===== config.mk =====
export PLATFORM = sky130hd
export DESIGN_NAME = exp_window_decoder
export DESIGN_NICKNAME = d
export VERILOG_FILES = /design/src/rtl/ewd_pkg.sv /design/src/rtl/ewd_decode.sv /design/src/rtl/ewd_status.sv /design/src/rtl/ewd_beat_seq.sv /design/src/rtl/exp_window_decoder.sv
export SDC_FILE = /design/constraint.sdc
export NUM_CORES = 1
export LEC_CHECK = 0
export ABC_AREA = 1
export BUFFER_PORTS_ARGS = -buffer_cell sky130_fd_sc_hd__buf_2
export CAP_MARGIN = 40
export CORE_ASPECT_RATIO = 1.75
export CORE_MARGIN = 3
export CORE_UTILIZATION = 51
export DETAILED_ROUTE_END_ITERATION = 10
export PLACE_DENSITY = 0.95
export SLEW_MARGIN = 20
export SYNTH_ARGS = -nofsm -noshare
export SYNTH_HDL_FRONTEND = slang
export SYNTH_HIERARCHICAL = 1
export SYNTH_SLANG_ARGS = --single-unit

===== constraint.sdc =====
create_clock -name clk -period 5.6 [get_ports clk]
set_input_delay 0.28 -clock clk [delete_from_list [all_inputs] [get_ports clk]]
set_output_delay 0.28 -clock clk [all_outputs]
set_load 0.02 [all_outputs]

===== src/rtl/ewd_pkg.sv =====
package ewd_pkg;
  typedef enum logic [2:0] {
    TGT_NONE,
    TGT_ROM,
    TGT_SCSI,
    TGT_IDE,
    TGT_STAT
  } tgt_e;

  typedef struct packed {
    tgt_e       tgt;
    logic [2:0] reg_idx;
    logic       chan;
  } dec_t;

  localparam int unsigned WIN_AW = 16;
  localparam logic [7:0]  FILL_BYTE = 8'hFF;
endpackage


===== src/rtl/ewd_decode.sv =====
module ewd_decode
  import ewd_pkg::*;
(
  input  logic       a_hi,
  input  logic [2:0] a_sub,
  input  logic       a_chan,
  input  logic [2:0] a_idx,
  input  logic       a_odd,
  output dec_t       dec
);
  always_comb begin
    dec.tgt     = TGT_NONE;
    dec.reg_idx = a_idx;
    dec.chan    = a_chan;
    if (!a_hi) begin
      dec.tgt = TGT_ROM;
    end else begin
      unique case (a_sub)
        3'b000, 3'b100: dec.tgt = TGT_SCSI;
        3'b001:         dec.tgt = a_odd ? TGT_NONE : TGT_IDE;
        3'b011:         dec.tgt = TGT_STAT;
        default:        dec.tgt = TGT_NONE;
      endcase
    end
  end
endmodule


===== src/rtl/ewd_status.sv =====
module ewd_status (
  input  logic [2:0] dev_id,
  input  logic       autoboot_en,
  input  logic       opt0,
  input  logic       irq,
  input  logic       drq,
  output logic [7:0] stat
);
  always_comb begin
    stat      = 8'h00;
    stat[2:0] = dev_id ^ 3'b111;
    stat[3]   = ~opt0;
    stat[5]   = autoboot_en;
    stat[7]   = irq | drq;
  end
endmodule


===== src/rtl/ewd_beat_seq.sv =====
module ewd_beat_seq #(
  parameter int unsigned AW = 16
) (
  input  logic          clk,
  input  logic          rst_n,
  input  logic          req_valid,
  output logic          req_ready,
  input  logic [AW-1:0] req_addr,
  input  logic          req_write,
  input  logic          req_word,
  input  logic [15:0]   req_wdata,
  input  logic          last,
  input  logic [7:0]    cur_byte,
  output logic          act,
  output logic          beat,
  output logic [AW-1:0] beat_addr,
  output logic          ph_write,
  output logic          ph_word,
  output logic [15:0]   ph_wdata,
  output logic [7:0]    hi_byte
);
  logic [AW-1:0] ph_addr;

  assign req_ready = !act || last;
  assign beat_addr = {ph_addr[AW-1:1], ph_word ? beat : ph_addr[0]};

  always_ff @(posedge clk) begin
    if (!rst_n) begin
      act      <= 1'b0;
      beat     <= 1'b0;
      ph_addr  <= '0;
      ph_write <= 1'b0;
      ph_word  <= 1'b0;
      ph_wdata <= '0;
      hi_byte  <= '0;
    end else if (req_valid && req_ready) begin
      act      <= 1'b1;
      beat     <= 1'b0;
      ph_addr  <= req_addr;
      ph_write <= req_write;
      ph_word  <= req_word;
      ph_wdata <= req_wdata;
    end else if (act) begin
      if (last) begin
        act <= 1'b0;
      end else begin
        beat    <= 1'b1;
        hi_byte <= cur_byte;
      end
    end
  end
endmodule


===== src/rtl/exp_window_decoder.sv =====
module exp_window_decoder
  import ewd_pkg::*;
#(
  parameter int unsigned ROM_AW = 15
) (
  input  logic              clk,
  input  logic              rst_n,
  input  logic              bus_valid,
  output logic              bus_ready,
  input  logic [15:0]       bus_addr,
  input  logic              bus_write,
  input  logic              bus_word,
  input  logic [15:0]       bus_wdata,
  output logic              sel_rom,
  output logic              sel_scsi,
  output logic              sel_ide,
  output logic              sel_stat,
  output logic [15:0]       out_addr,
  output logic              out_write,
  output logic              out_word,
  output logic [15:0]       out_wdata,
  output logic [2:0]        ide_reg,
  output logic              ide_chan,
  output logic [ROM_AW-1:0] rom_addr,
  input  logic [7:0]        rom_byte,
  input  logic [7:0]        scsi_rdata,
  input  logic [15:0]       ide_rdata,
  input  logic [2:0]        cfg_dev_id,
  input  logic              cfg_autoboot_en,
  input  logic              cfg_opt0,
  input  logic              ide0_irq,
  input  logic              ide0_drq,
  output logic              rsp_valid,
  output logic [15:0]       rsp_data
);
  localparam int unsigned AW = WIN_AW;

  logic          act, beat, ph_write, ph_word, last, pass;
  logic [AW-1:0] beat_addr;
  logic [15:0]   ph_wdata;
  logic [7:0]    hi_byte, cur_byte, stat_byte;
  dec_t          bdec;

  ewd_beat_seq #(.AW(AW)) u_seq (
    .clk       (clk),
    .rst_n     (rst_n),
    .req_valid (bus_valid),
    .req_ready (bus_ready),
    .req_addr  (bus_addr),
    .req_write (bus_write),
    .req_word  (bus_word),
    .req_wdata (bus_wdata),
    .last      (last),
    .cur_byte  (cur_byte),
    .act       (act),
    .beat      (beat),
    .beat_addr (beat_addr),
    .ph_write  (ph_write),
    .ph_word   (ph_word),
    .ph_wdata  (ph_wdata),
    .hi_byte   (hi_byte)
  );

  ewd_decode u_dec (
    .a_hi   (beat_addr[15]),
    .a_sub  (beat_addr[10:8]),
    .a_chan (beat_addr[13]),
    .a_idx  (beat_addr[4:2]),
    .a_odd  (beat_addr[0]),
    .dec    (bdec)
  );

  ewd_status u_stat (
    .dev_id      (cfg_dev_id),
    .autoboot_en (cfg_autoboot_en),
    .opt0        (cfg_opt0),
    .irq         (ide0_irq),
    .drq         (ide0_drq),
    .stat        (stat_byte)
  );

  // Whole-word transfer only for the IDE data register; it ends the access.
  assign pass = ph_word && (bdec.tgt == TGT_IDE) && (bdec.reg_idx == 3'd0);
  assign last = !ph_word || pass || beat;

  assign sel_rom  = act && (bdec.tgt == TGT_ROM)  && !ph_write;
  assign sel_scsi = act && (bdec.tgt == TGT_SCSI);
  assign sel_ide  = act && (bdec.tgt == TGT_IDE);
  assign sel_stat = act && (bdec.tgt == TGT_STAT) && !ph_write;

  assign out_addr  = beat_addr;
  assign out_write = act && ph_write;
  assign out_word  = act && pass;
  assign ide_reg   = sel_ide ? bdec.reg_idx : 3'd0;
  assign ide_chan  = sel_ide && bdec.chan;
  assign rom_addr  = beat_addr[ROM_AW-1:0];

  always_comb begin
    unique case (bdec.tgt)
      TGT_ROM:  cur_byte = rom_byte;
      TGT_SCSI: cur_byte = scsi_rdata;
      TGT_IDE:  cur_byte = ide_rdata[7:0];
      TGT_STAT: cur_byte = stat_byte;
      default:  cur_byte = FILL_BYTE;
    endcase
  end

  always_comb begin
    if (pass)
      out_wdata = ph_wdata;
    else if (ph_word && !beat)
      out_wdata = {8'h00, ph_wdata[15:8]};
    else
      out_wdata = {8'h00, ph_wdata[7:0]};
  end

  assign rsp_valid = act && last && !ph_write;
  always_comb begin
    if (pass)
      rsp_data = ide_rdata;
    else if (ph_word)
      rsp_data = {hi_byte, cur_byte};
    else
      rsp_data = {8'h00, cur_byte};
  end
endmodule


* Yosys cells after proc, flatten, opt, wreduce, memory -nomap -nowiden
Cells that the tools add are included.
Cells by class: shifts and indexed selects 0, mux-type cells 13, multipliers 0, eq/ne operators 7, bitwise operators 6, add/sub/neg operators 0, div/mod/pow operators 0, reductions and logical operators 28, order comparisons 0
Operators with widths (number):
- 16-bit 2-to-1 mux | 3
- 8-bit case mux with 4 select lines | 1
- 1-bit logical AND | 15
- 3-bit by 2-bit == test with 1-bit output, second input constant | 3
- 3-bit case mux with 3 select lines | 1
- 8-bit 2-to-1 mux | 1
- 3-bit by 1-bit == test with 1-bit output, second input constant | 2
- 3-bit == test, second input constant | 2
- 3-bit logical NOT | 2
- 3-bit 2-to-1 mux | 2
- 1-bit logical NOT | 4
- 1-bit 2-to-1 mux | 4
- 1-bit NOT | 4
- 2-bit OR reduction | 2
- 1-bit logical OR | 3
- 3-bit NOT | 1
- 3-bit AND reduction | 1
- 2-bit 2-to-1 mux | 1
- 2-bit AND reduction | 1
- 1-bit bitwise OR | 1
Word-level totals: latch bits 0, input port bits 76, bits in read-only memories 0, register bits 44, memory bits (writable) 0, memories 0

* Logic depth before layout (Yosys ltp)
depth in word-level cells 13, mapped depth 15

* Hierarchy
The synthesis kept the hierarchy.
By module, submodules not included:
- ewd_beat_seq | instances 1, area each 2049.5 um^2, cells each 283
- exp_window_decoder | instances 1, area each 1077.3 um^2, cells each 215
- ewd_decode | instances 1, area each 71.3 um^2, cells each 14
- ewd_status | instances 1, area each 52.6 um^2, cells each 11

* Worst setup path before layout
Ideal clock, no wire load.
path kind register to output, start reg u_seq.ph_word, end out bus_ready, buffers on the path 1, data arrival time 2.046 ns, stages on the path, launching flop included 12, setup slack 3.274 ns, path through dfxtp_1 mux2_2 nor2_1 nand2_1 a21oi_1 nand2_2 nor2_4 nand3_4 nand3_1 inv_2 nand2_4 buf_4
RTL lines:
- from (decl) | RTL line ewd_beat_seq.sv:18 | output logic ph_word,
- from (signal assigned) | RTL line ewd_beat_seq.sv:41 | ph_word <= req_word;
- to (decl) | RTL line exp_window_decoder.sv:9 | output logic bus_ready,

==> run metrics <==
top_reg_cell synth dfxtp_1; crit path cell chain mux2_2 -> nor2_1 -> nand2_1 -> a21oi_1 -> nand2_2 -> nor2_4 -> nand3_4 -> nand3_1 -> inv_2 -> nand2_4 -> buf_2; WL/cell 12.4 um; die height 112 um; total congestion overflow 0; clock sink count 44; cell taking the most area after synthesis dfxtp_1; Synth Register Bits 44; power consumption 0.800 mW; Nets 693; status finished, final reports clean; WS Path Type reg2out; hold_ws 302 ps; initial antenna violation count 0; synthesized instance count 523; CTS H-tree lvls 2; largest net degree at the start of global routing 81; Root Driver clkbuf_8; Ports 151; vias 3441; WP data arrival 3810 ps; CP top delay family simple AND/OR/NAND/NOR gates; Rows 37; synthesized cell area 3250 sq um; hold_buf cts 0; placeable core area 6020 sq um; commonest cells in the synthesized netlist nand2_1, inv_1, nor2_1, nand3_1, dfxtp_1; Bufs and invs on worst path 2; Post-synth EDFFs 0; f_max 245 MHz; # port buffers 150; post-cts resize count 0; max incr delay on CP 620 ps; GP Congestion 0.877; worst vdd ir 122 uV; Max Cap Viol 0; detailed-route vias per instance 4.94; fin. max-slew vios 0; die area 7410 sq um; Yosys cell types 25; leakage power 2.20 nW; CP required 5320 ps; Synth area leaders dfxtp_1, nand2_1, inv_1; Post CTS Setup Buffer Count 0; first-pass GRT wire length 13.5 mm; slowest CP cell dfxtp_1; clk_lat worst skew 290 ps; Worst Path Max Fanout 80; placed insts 686; synth warn 6; Post-Route Setup TNS 0 ps; layout cells sized above 1 31.9%; initial core utilization 54.0%; Routed Antenna Nets 0; Max Buffers Root-to-Sink 2; Fin. Hold Viols 0; RSZ-0062 raised after global routing no; most frequent cell after synthesis nand2_1; Filler cells 576; post-layout minimum cycle time 4090 ps; Num CTS Buffers 5; CTS tree done; total routed wirelength 8.65 mm; First-pass DRT Iterations 5; Worst-Margin Slew 827 ps; pwr dens 215 nW/um^2; register area share after synthesis 27.1%; Die W 66.4 um; DP HPWL 6.50 mm; GRT Total Usage 22.8%; fin crit share 73.0%; Synth async-reset ratio 0%; Starting DRT DRC Count 182; Max-slew headroom 44.9%; utilization after layout 61.7%; Critical Path End Type primary output; number of diodes 0; DRC errors left 0; Setup-failing EPs final 0; Worst Skew 6.90 ps; synthesized area per cell 6.22 sq um; clock slew at reported path FFs 80 ps; class of the worst hold path in2reg; R2R setup slack 1880 ps; Layout area overhead 14.2%; CP Launch Type flop; area share of the largest cell type after synthesis 27.1%; Layout Cells excl Fill 696; vias in the first global route 3127
worst register-to-register path, cell delays in order, from the launching register on:
cell	delay (ps)
dfxtp_1	620
mux2_2	410
nor2_1	100
nand2_1	80
a21oi_1	270
nand2_2	110
nor2_4	230
nand3_4	450
nand3_1	270
inv_2	60
nand2_4	590
inv_2	230
nor2_1	150
nor2_1	60
path summary, 6_finish.rpt:
kind,endpoint,from,depth (start not counted)
setup / recovery,bus_ready,u_seq/ph_word,11
hold / removal,u_seq/ph_wdata[11],bus_wdata[11],5
setup reg to reg,u_seq/hi_byte[5],u_seq/ph_word,13
hold reg to reg,u_seq/ph_addr[0],u_seq/ph_addr[0],2
layer usage:
| layer | global-route usage [%] | routed length, um |
|---|---|---|
| met2 | 40.5 | 4420 |
| met3 | 2.83 | 542 |
| met4 | 15.2 | 496 |
| met5 | 0 | 0 |
| met1 | 23.8 | 3200 |
kinds of logic after synthesis:
logic type / Yosys count / synth area share (%)
flops: 44 / 27.1
other cells: 1 / 0.115
mux: 1 / 0.346
simple gates: 243 / 31.9
buf+inv: 157 / 25.7
compound gates: 77 / 14.9
power breakdown:
part / internal (mW) / switching [mW] / leakage [nW] / total, mW
clock: 0.0869 / 0.107 / 0.0479 / 0.194
combinational: 0.0887 / 0.162 / 1.78 / 0.251
sequential: 0.335 / 0.0204 / 0.364 / 0.355
total: 0.511 / 0.289 / 2.20 / 0.800
flip-flops by register name (all words and copies together) (netlist names):
name,flops
u_seq/ph_addr,16
u_seq/ph_wdata,16
u_seq/hi_byte,8
u_seq/act,1
u_seq/beat,1
u_seq/ph_word,1
u_seq/ph_write,1
placed cells by master (no fill, tap or decap):
cell type	n
a21oi_2	10
buf_2	151
nand3_2	1
nor3_1	2
nand3_4	1
inv_2	2
o21ai_2	16
nand2_1	94
or2_0	1
a21oi_1	27
nand2_4	1
mux2_2	1
buf_4	2
clkinv_4	1
nand4_1	1
nor2_4	1
clkbuf_8	5
conb_1	2
o21ai_0	24
nand3_1	60
clkinv_2	2
inv_1	88
nor2_2	2
nor2_1	78
nand2_2	1
dfxtp_1	44
cell type report:
cell class / count / area, sq um / area share, %
well taps: 78 / 97.6 / 2.63
clock buffers: 5 / 68.8 / 1.85
clock inverters: 3 / 18.8 / 0.505
multi-input cells: 323 / 1540 / 41.4
flip-flops and latches: 44 / 881 / 23.7
repair buffers: 153 / 771 / 20.8
inverters: 90 / 338 / 9.10
metrics by stage:
stage                     setup WS, ps  area [sq um]
after floorplan                   3270          3250
final                             1510          3710
after CTS                         1080          3700
after global placement            1570          3610
after detailed placement          1420          3610
after global routing              1160          3710
(Power assumes the default switching activity.)
